**config.mk**
```make
export PLATFORM = sky130hd
export DESIGN_NAME = sup_trap_record
export DESIGN_NICKNAME = d
export VERILOG_FILES = /design/src/rtl/strec_pkg.sv /design/src/rtl/strec_code_class.sv /design/src/rtl/strec_tval_mux.sv /design/src/rtl/strec_regs.sv /design/src/rtl/sup_trap_record.sv
export SDC_FILE = /design/constraint.sdc
export NUM_CORES = 1
export LEC_CHECK = 0
export BUFFER_PORTS_ARGS = -buffer_cell sky130_fd_sc_hd__buf_2
export CAP_MARGIN = 20
export CORE_MARGIN = 2
export CORE_UTILIZATION = 35
export DETAILED_ROUTE_END_ITERATION = 6
export PLACE_DENSITY_LB_ADDON = 0.05
export SETUP_SLACK_MARGIN = 0.02
export SLEW_MARGIN = 20
export SYNTH_ARGS = -nofsm -noshare
export SYNTH_HDL_FRONTEND = slang
export SYNTH_SLANG_ARGS = --single-unit
export TNS_END_PERCENT = 50
```
**constraint.sdc**
```tcl
create_clock -name clk -period 1.3 [get_ports clk]
set_input_delay 0.065 -clock clk [delete_from_list [all_inputs] [get_ports clk]]
set_output_delay 0.065 -clock clk [all_outputs]
set_load 0.02 [all_outputs]
```
**src/rtl/strec_pkg.sv**
```systemverilog
package strec_pkg;
   typedef enum logic [1:0] {
      TV_ADDR = 2'd0,
      TV_INSN = 2'd1,
      TV_ZERO = 2'd2
   } tv_src_e;

   typedef struct packed {
      logic    legal;
      tv_src_e src;
   } code_class_t;
endpackage

```
**src/rtl/strec_code_class.sv**
```systemverilog
module strec_code_class
   import strec_pkg::*;
#(
   parameter int CODE_W = 5
) (
   input  logic [CODE_W-1:0] code,
   output code_class_t       cls
);
   logic upper_clear;

   generate
      if (CODE_W > 4) begin : g_wide
         assign upper_clear = ~|code[CODE_W-1:4];
      end else begin : g_narrow
         assign upper_clear = 1'b1;
      end
   endgenerate

   always_comb begin
      cls.legal = 1'b0;
      cls.src   = TV_ZERO;
      if (upper_clear) begin
         case (code[3:0])
            4'd0, 4'd1, 4'd3, 4'd4, 4'd5, 4'd6, 4'd7,
            4'd12, 4'd13, 4'd15: begin
               cls.legal = 1'b1;
               cls.src   = TV_ADDR;
            end
            4'd2: begin
               cls.legal = 1'b1;
               cls.src   = TV_INSN;
            end
            4'd8: begin
               cls.legal = 1'b1;
               cls.src   = TV_ZERO;
            end
            default: begin
               cls.legal = 1'b0;
               cls.src   = TV_ZERO;
            end
         endcase
      end
   end
endmodule

```
**src/rtl/strec_tval_mux.sv**
```systemverilog
module strec_tval_mux
   import strec_pkg::*;
#(
   parameter int XLEN          = 64,
   parameter int ILEN          = 32,
   parameter bit ILL_INSN_TVAL = 1'b1
) (
   input  tv_src_e           src,
   input  logic [XLEN-1:0]   addr,
   input  logic [ILEN-1:0]   insn,
   output logic [XLEN-1:0]   tval_nxt
);
   logic [XLEN-1:0] insn_val;

   generate
      if (!ILL_INSN_TVAL) begin : g_insn_zero
         assign insn_val = '0;
      end else if (XLEN > ILEN) begin : g_insn_ext
         assign insn_val = {{(XLEN-ILEN){1'b0}}, insn};
      end else begin : g_insn_trunc
         assign insn_val = insn[XLEN-1:0];
      end
   endgenerate

   always_comb begin
      case (src)
         TV_ADDR: tval_nxt = addr;
         TV_INSN: tval_nxt = insn_val;
         default: tval_nxt = '0;
      endcase
   end
endmodule

```
**src/rtl/strec_regs.sv**
```systemverilog
module strec_regs #(
   parameter int XLEN   = 64,
   parameter int CODE_W = 5
) (
   input  logic              clk,
   input  logic              rst_n,
   input  logic              trap_take,
   input  logic [CODE_W-1:0] trap_code,
   input  logic [XLEN-1:0]   tval_nxt,
   input  logic              wr_en,
   input  logic              wr_sel,
   input  logic [XLEN-1:0]   wr_data,
   output logic [XLEN-1:0]   cause_q,
   output logic [XLEN-1:0]   tval_q
);
   localparam int PAD_W = XLEN - CODE_W;

   logic [XLEN-1:0] cause_trap;
   assign cause_trap = {{PAD_W{1'b0}}, trap_code};

   always_ff @(posedge clk) begin
      if (!rst_n) begin
         cause_q <= '0;
         tval_q  <= '0;
      end else if (trap_take) begin
         cause_q <= cause_trap;
         tval_q  <= tval_nxt;
      end else if (wr_en) begin
         if (wr_sel) tval_q  <= wr_data;
         else        cause_q <= wr_data;
      end
   end
endmodule

```
**src/rtl/sup_trap_record.sv**
```systemverilog
module sup_trap_record
   import strec_pkg::*;
#(
   parameter int XLEN          = 64,
   parameter int ILEN          = 32,
   parameter int CODE_W        = 5,
   parameter bit ILL_INSN_TVAL = 1'b1
) (
   input  logic              clk,
   input  logic              rst_n,
   input  logic              trap_vld,
   input  logic [CODE_W-1:0] trap_code,
   input  logic [XLEN-1:0]   fault_addr,
   input  logic [ILEN-1:0]   fault_insn,
   input  logic              csr_wr_en,
   input  logic              csr_sel,
   input  logic [XLEN-1:0]   csr_wdata,
   output logic [XLEN-1:0]   csr_rdata,
   output logic [XLEN-1:0]   cause_o,
   output logic [XLEN-1:0]   tval_o
);
   generate
      if (CODE_W < 4 || CODE_W >= XLEN) begin : g_bad_code_w
         $error("CODE_W must hold code 15 and leave the top cause bit free");
      end
      if (XLEN < 8) begin : g_bad_xlen
         $error("XLEN too small");
      end
      if (ILEN < 16) begin : g_bad_ilen
         $error("ILEN too small");
      end
   endgenerate

   code_class_t     cls;
   logic [XLEN-1:0] tval_nxt;
   logic            trap_take;

   strec_code_class #(.CODE_W(CODE_W)) u_class (
      .code (trap_code),
      .cls  (cls)
   );

   strec_tval_mux #(
      .XLEN(XLEN), .ILEN(ILEN), .ILL_INSN_TVAL(ILL_INSN_TVAL)
   ) u_mux (
      .src      (cls.src),
      .addr     (fault_addr),
      .insn     (fault_insn),
      .tval_nxt (tval_nxt)
   );

   assign trap_take = trap_vld & cls.legal;

   strec_regs #(.XLEN(XLEN), .CODE_W(CODE_W)) u_regs (
      .clk       (clk),
      .rst_n     (rst_n),
      .trap_take (trap_take),
      .trap_code (trap_code),
      .tval_nxt  (tval_nxt),
      .wr_en     (csr_wr_en),
      .wr_sel    (csr_sel),
      .wr_data   (csr_wdata),
      .cause_q   (cause_o),
      .tval_q    (tval_o)
   );

   assign csr_rdata = csr_sel ? tval_o : cause_o;
endmodule

```
==> results.tsv <==
stage	metric	value	unit
floorplanning	num_rows	50	
route	ant_nets	0	
pwr	p_sw	3.36	mW
logic_synthesis	ys_ff_latch	128	
grt	grt_busiest_layer	met2	
grt	grt_pass1_vias	7593	
layout	final_nets	1418	
grt	grt_first_pass_wirelength	40300	um
pwr	p_int	8.34	mW
floorplanning	ios	362	
grt	antenna_found_initial	1	
worst_setup_path	critPathRequiredTime	1.24	ns
timing	hold_violations	0	
pwr	netSwitchingFraction	28.7	%
route	first_pass_iters	5	
clock_tree	cts-root-buf	clkbuf_16	
route	viasPerCell	5.06	
min_path	worst_hold_path_type	in2reg	
pwr	cellLeakagePower	5.06	nW
pwr	clkPwrFrac	41.9	%
timing	tightestPinTransition	0.424	ns
logic_synthesis	synth.distinct_cells	30	
grt	grt_overflow	0	
worst_setup_path	reg2reg_to	u_regs.cause_q[0]	
worst_setup_path	rrSetupSlack	0.37	ns
logic_synthesis	synth_nets	939	
placed_design	post-place-ws	-0.103	ns
timing	whs	0.0188	ns
timing	fin_crit	1.25	ns
floorplanning	die_area	19900	sq um
timing	rsz0062_at_grt	yes	
route	totalWireLength	26200	um
layout	final_area	10800	sq um
route	dr_total_vias	7568	
worst_setup_path	critPathLaunchType	flop	
route	detail_route.wl_per_cell	17.5	um
layout	drive_above_1_share	46.4	%
logic_synthesis	synthesis.instances	769	
timing	relSlewSlack	71.7	%
timing	finalCritPeriodShare	96.4	%
layout	fillers	1715	
floorplanning	chipWidth	141	um
clock_tree	clock-sinks	128	
placed_design	hpwl	18200	um
timing	setup_viol	0	
worst_setup_path	path_max_fanout	3	
layout	regArea	2570	sq um
route	drc_errors	0	
pwr	power_frac_seq	36.6	%
logic_synthesis	syn-cell-area	6580	sq um
clock_tree	cts_tree	done	
floorplanning	core-area	18600	sq um
route	drt_iter0_markers	309	
clock_tree	clock_latency	0.41	ns
worst_setup_path	r2r_cells	3	
worst_setup_path	worstSetupPathType	reg2out	
clock_tree	cts_buffers	17	
timing	fin_skew	0	ns
pwr	power.density	1080	nW/um^2
timing	layout_setup_ws	0.0474	ns
flow_run	drv_cap	0	
clock_tree	cts_setup_buffers	0	
min_path	hold_path_depth	4	
grt	grt_use_total	25.4	%
floorplanning	start_util	35.4	%
floorplanning	fp.dieH	141	um
layout	area_delta_synth_final	64.2	%
min_path	worstHoldStart	csr_wdata[3]	
logic_synthesis	synth_area_per_cell	8.56	sq um
logic_synthesis	synth_seq_area_share	38.9	%
pwr	peakVddDrop	0.858	mV
placed_design	gp_congestion	0.773	
layout	instances_no_fill	1496	
pwr	combPwrFrac	21.5	%
grt	grt_start_max_net_pins	45	
placed_design	portBuffers	361	
placed_design	placed_area	8940	sq um
run_status	status	completed	
logic_synthesis	synth_warnings	0	
worst_setup_path	r2r-start	u_regs.cause_q[0]	
worst_setup_path	crit_arrival	1.19	ns
layout	multiInputGateArea	3710	sq um
placed_design	place_inst	1339	
min_path	min_to	u_regs.cause_q[3]	
clock_tree	htree_levels	4	
clock_tree	ctsLongestPathBuffers	2	
grt	grt_use_met3	5.10	%
timing	max_freq	0.798	GHz
grt	use_met2	44.6	%
clock_tree	path_clk_slew	0.06	ns
timing	drv_slew	0	
grt	grt_use_met1	31.1	%
worst_setup_path	end_kind	primary output	
-- metrics by stage --
step	util (%)	TNS, ns	total power [mW]
final	58.1	0	11.7
after detailed placement	48.1	-4.09	6.58
after CTS	58.1	0	11.8
after global placement	48.1	-2.66	6.57
after floorplan	-	0	5.59
after global routing	58.1	0	12.2
-- Yosys cell counts --
cell      number  area [sq um]
inv_2          1          3.75
o31ai_4        1          21.3
o31a_1         1          8.76
nand2_1      194           728
maj3_2         1          11.3
clkbuf_1      54           203
nand3_1       35           175
a21oi_2       30           263
o21a_1        33           248
nor2_1         1          3.75
buf_6          5          56.3
and2_1         2          12.5
mux2_2        96          1080
mux2_1         1          11.3
nor2b_1        2          12.5
buf_2         12          60.1
dfxtp_1      128          2560
and2b_2        1          8.76
clkinv_1       1          3.75
a21oi_1       63           315
o21ai_1       12          60.1
and4_1        32           280
a32oi_1       33           289
inv_1          1          3.75
nor4_2         1          12.5
and3_1         3          18.8
o21ai_0       20           100
nand2b_1       2          12.5
a21o_1         1          7.51
buf_1          2          7.51
-- power groups by stage --
| stage | Sequential (mW) | Combinational [mW] | Clock, mW |
|---|---|---|---|
| 2_1_floorplan | 4.55 | 1.03 | 0 |
| 4_1_cts | 4.28 | 2.51 | 4.99 |
| 5_1_grt | 4.30 | 2.71 | 5.19 |
| 6_report | 4.28 | 2.52 | 4.90 |
| 3_5_place_dp | 4.36 | 2.22 | 0 |
| 3_3_place_gp | 4.36 | 2.21 | 0 |
-- flip-flops by register name (all words and copies together) (netlist names) --
register        count
u_regs.cause_q     64
u_regs.tval_q      64
-- cell usage in the layout, fill, tap and decap left out, types with 4 or more instances in the layout --
master,n
a21oi_1,63
a21oi_2,30
a32oi_1,33
and4_1,32
buf_12,16
buf_2,360
buf_4,33
clkbuf_16,17
clkbuf_8,4
clkinvlp_4,5
dfxtp_1,121
dfxtp_2,7
dlygate4sd3_1,124
mux2_2,96
nand2_1,192
nand3_1,35
o21a_1,33
o21ai_0,20
o21ai_1,12
-- worst max-delay path, cell delays in order (launching register included) --
cell and delay, ns:
dfxtp_1 0.34, mux2_2 0.27, buf_2 0.16
-- per-layer routing --
layer	wire length, um	up-vias
li1	-	3695
met1	11100	3540
met2	13000	302
met3	1650	31
met4	457	0
met5	0	-
-- kinds of logic (layout without fill, tap and decap cells) --
kind of cell             Yosys count  count (layout)  share of synthesized area (%)
flip-flops                       128             128                           38.9
other                              0               1                              0
buffers and inverters             76             568                           5.13
multiplexers                      97              97                           16.6
adder cells (fa/ha/maj)            1               1                          0.171
AND/OR/NAND/NOR                  273             273                           19.2
AO/OA/AOI/OAI                    194             194                           19.9
-- how the worst max path moves through the flow --
stage	from	endpoint	cells past startpoint
after global placement	trap_code[0]	u_regs.tval_q[44]	6
after global routing	u_regs.tval_q[33]	csr_rdata[33]	2
after detailed placement	trap_code[0]	u_regs.tval_q[47]	6
after floorplan	trap_code[0]	u_regs.tval_q[40]	5
after CTS	u_regs.tval_q[1]	csr_rdata[1]	2
final	u_regs.tval_q[33]	csr_rdata[33]	2
-- timing repair --
| action | in CTS | in global routing |
|---|---|---|
| endpoints found under the setup margin | 0 | 11 |
| resized for setup | 0 | 7 |
| hold buffers | 124 | 0 |
| endpoints found under the hold margin | 92 | 0 |
-- cell type report --
| type | instances | share of cell area (%) |
|---|---|---|
| antenna | 1 | 0.0232 |
| clock buffer | 21 | 4.45 |
| inverter | 3 | 0.104 |
| timing repair buffer | 533 | 33.4 |
| clock inverter | 11 | 1.19 |
| sequential | 128 | 23.8 |
| multi-input combinational | 565 | 34.3 |
| tap | 234 | 2.71 |
Note: power is estimated with default switching activity, not from simulation.
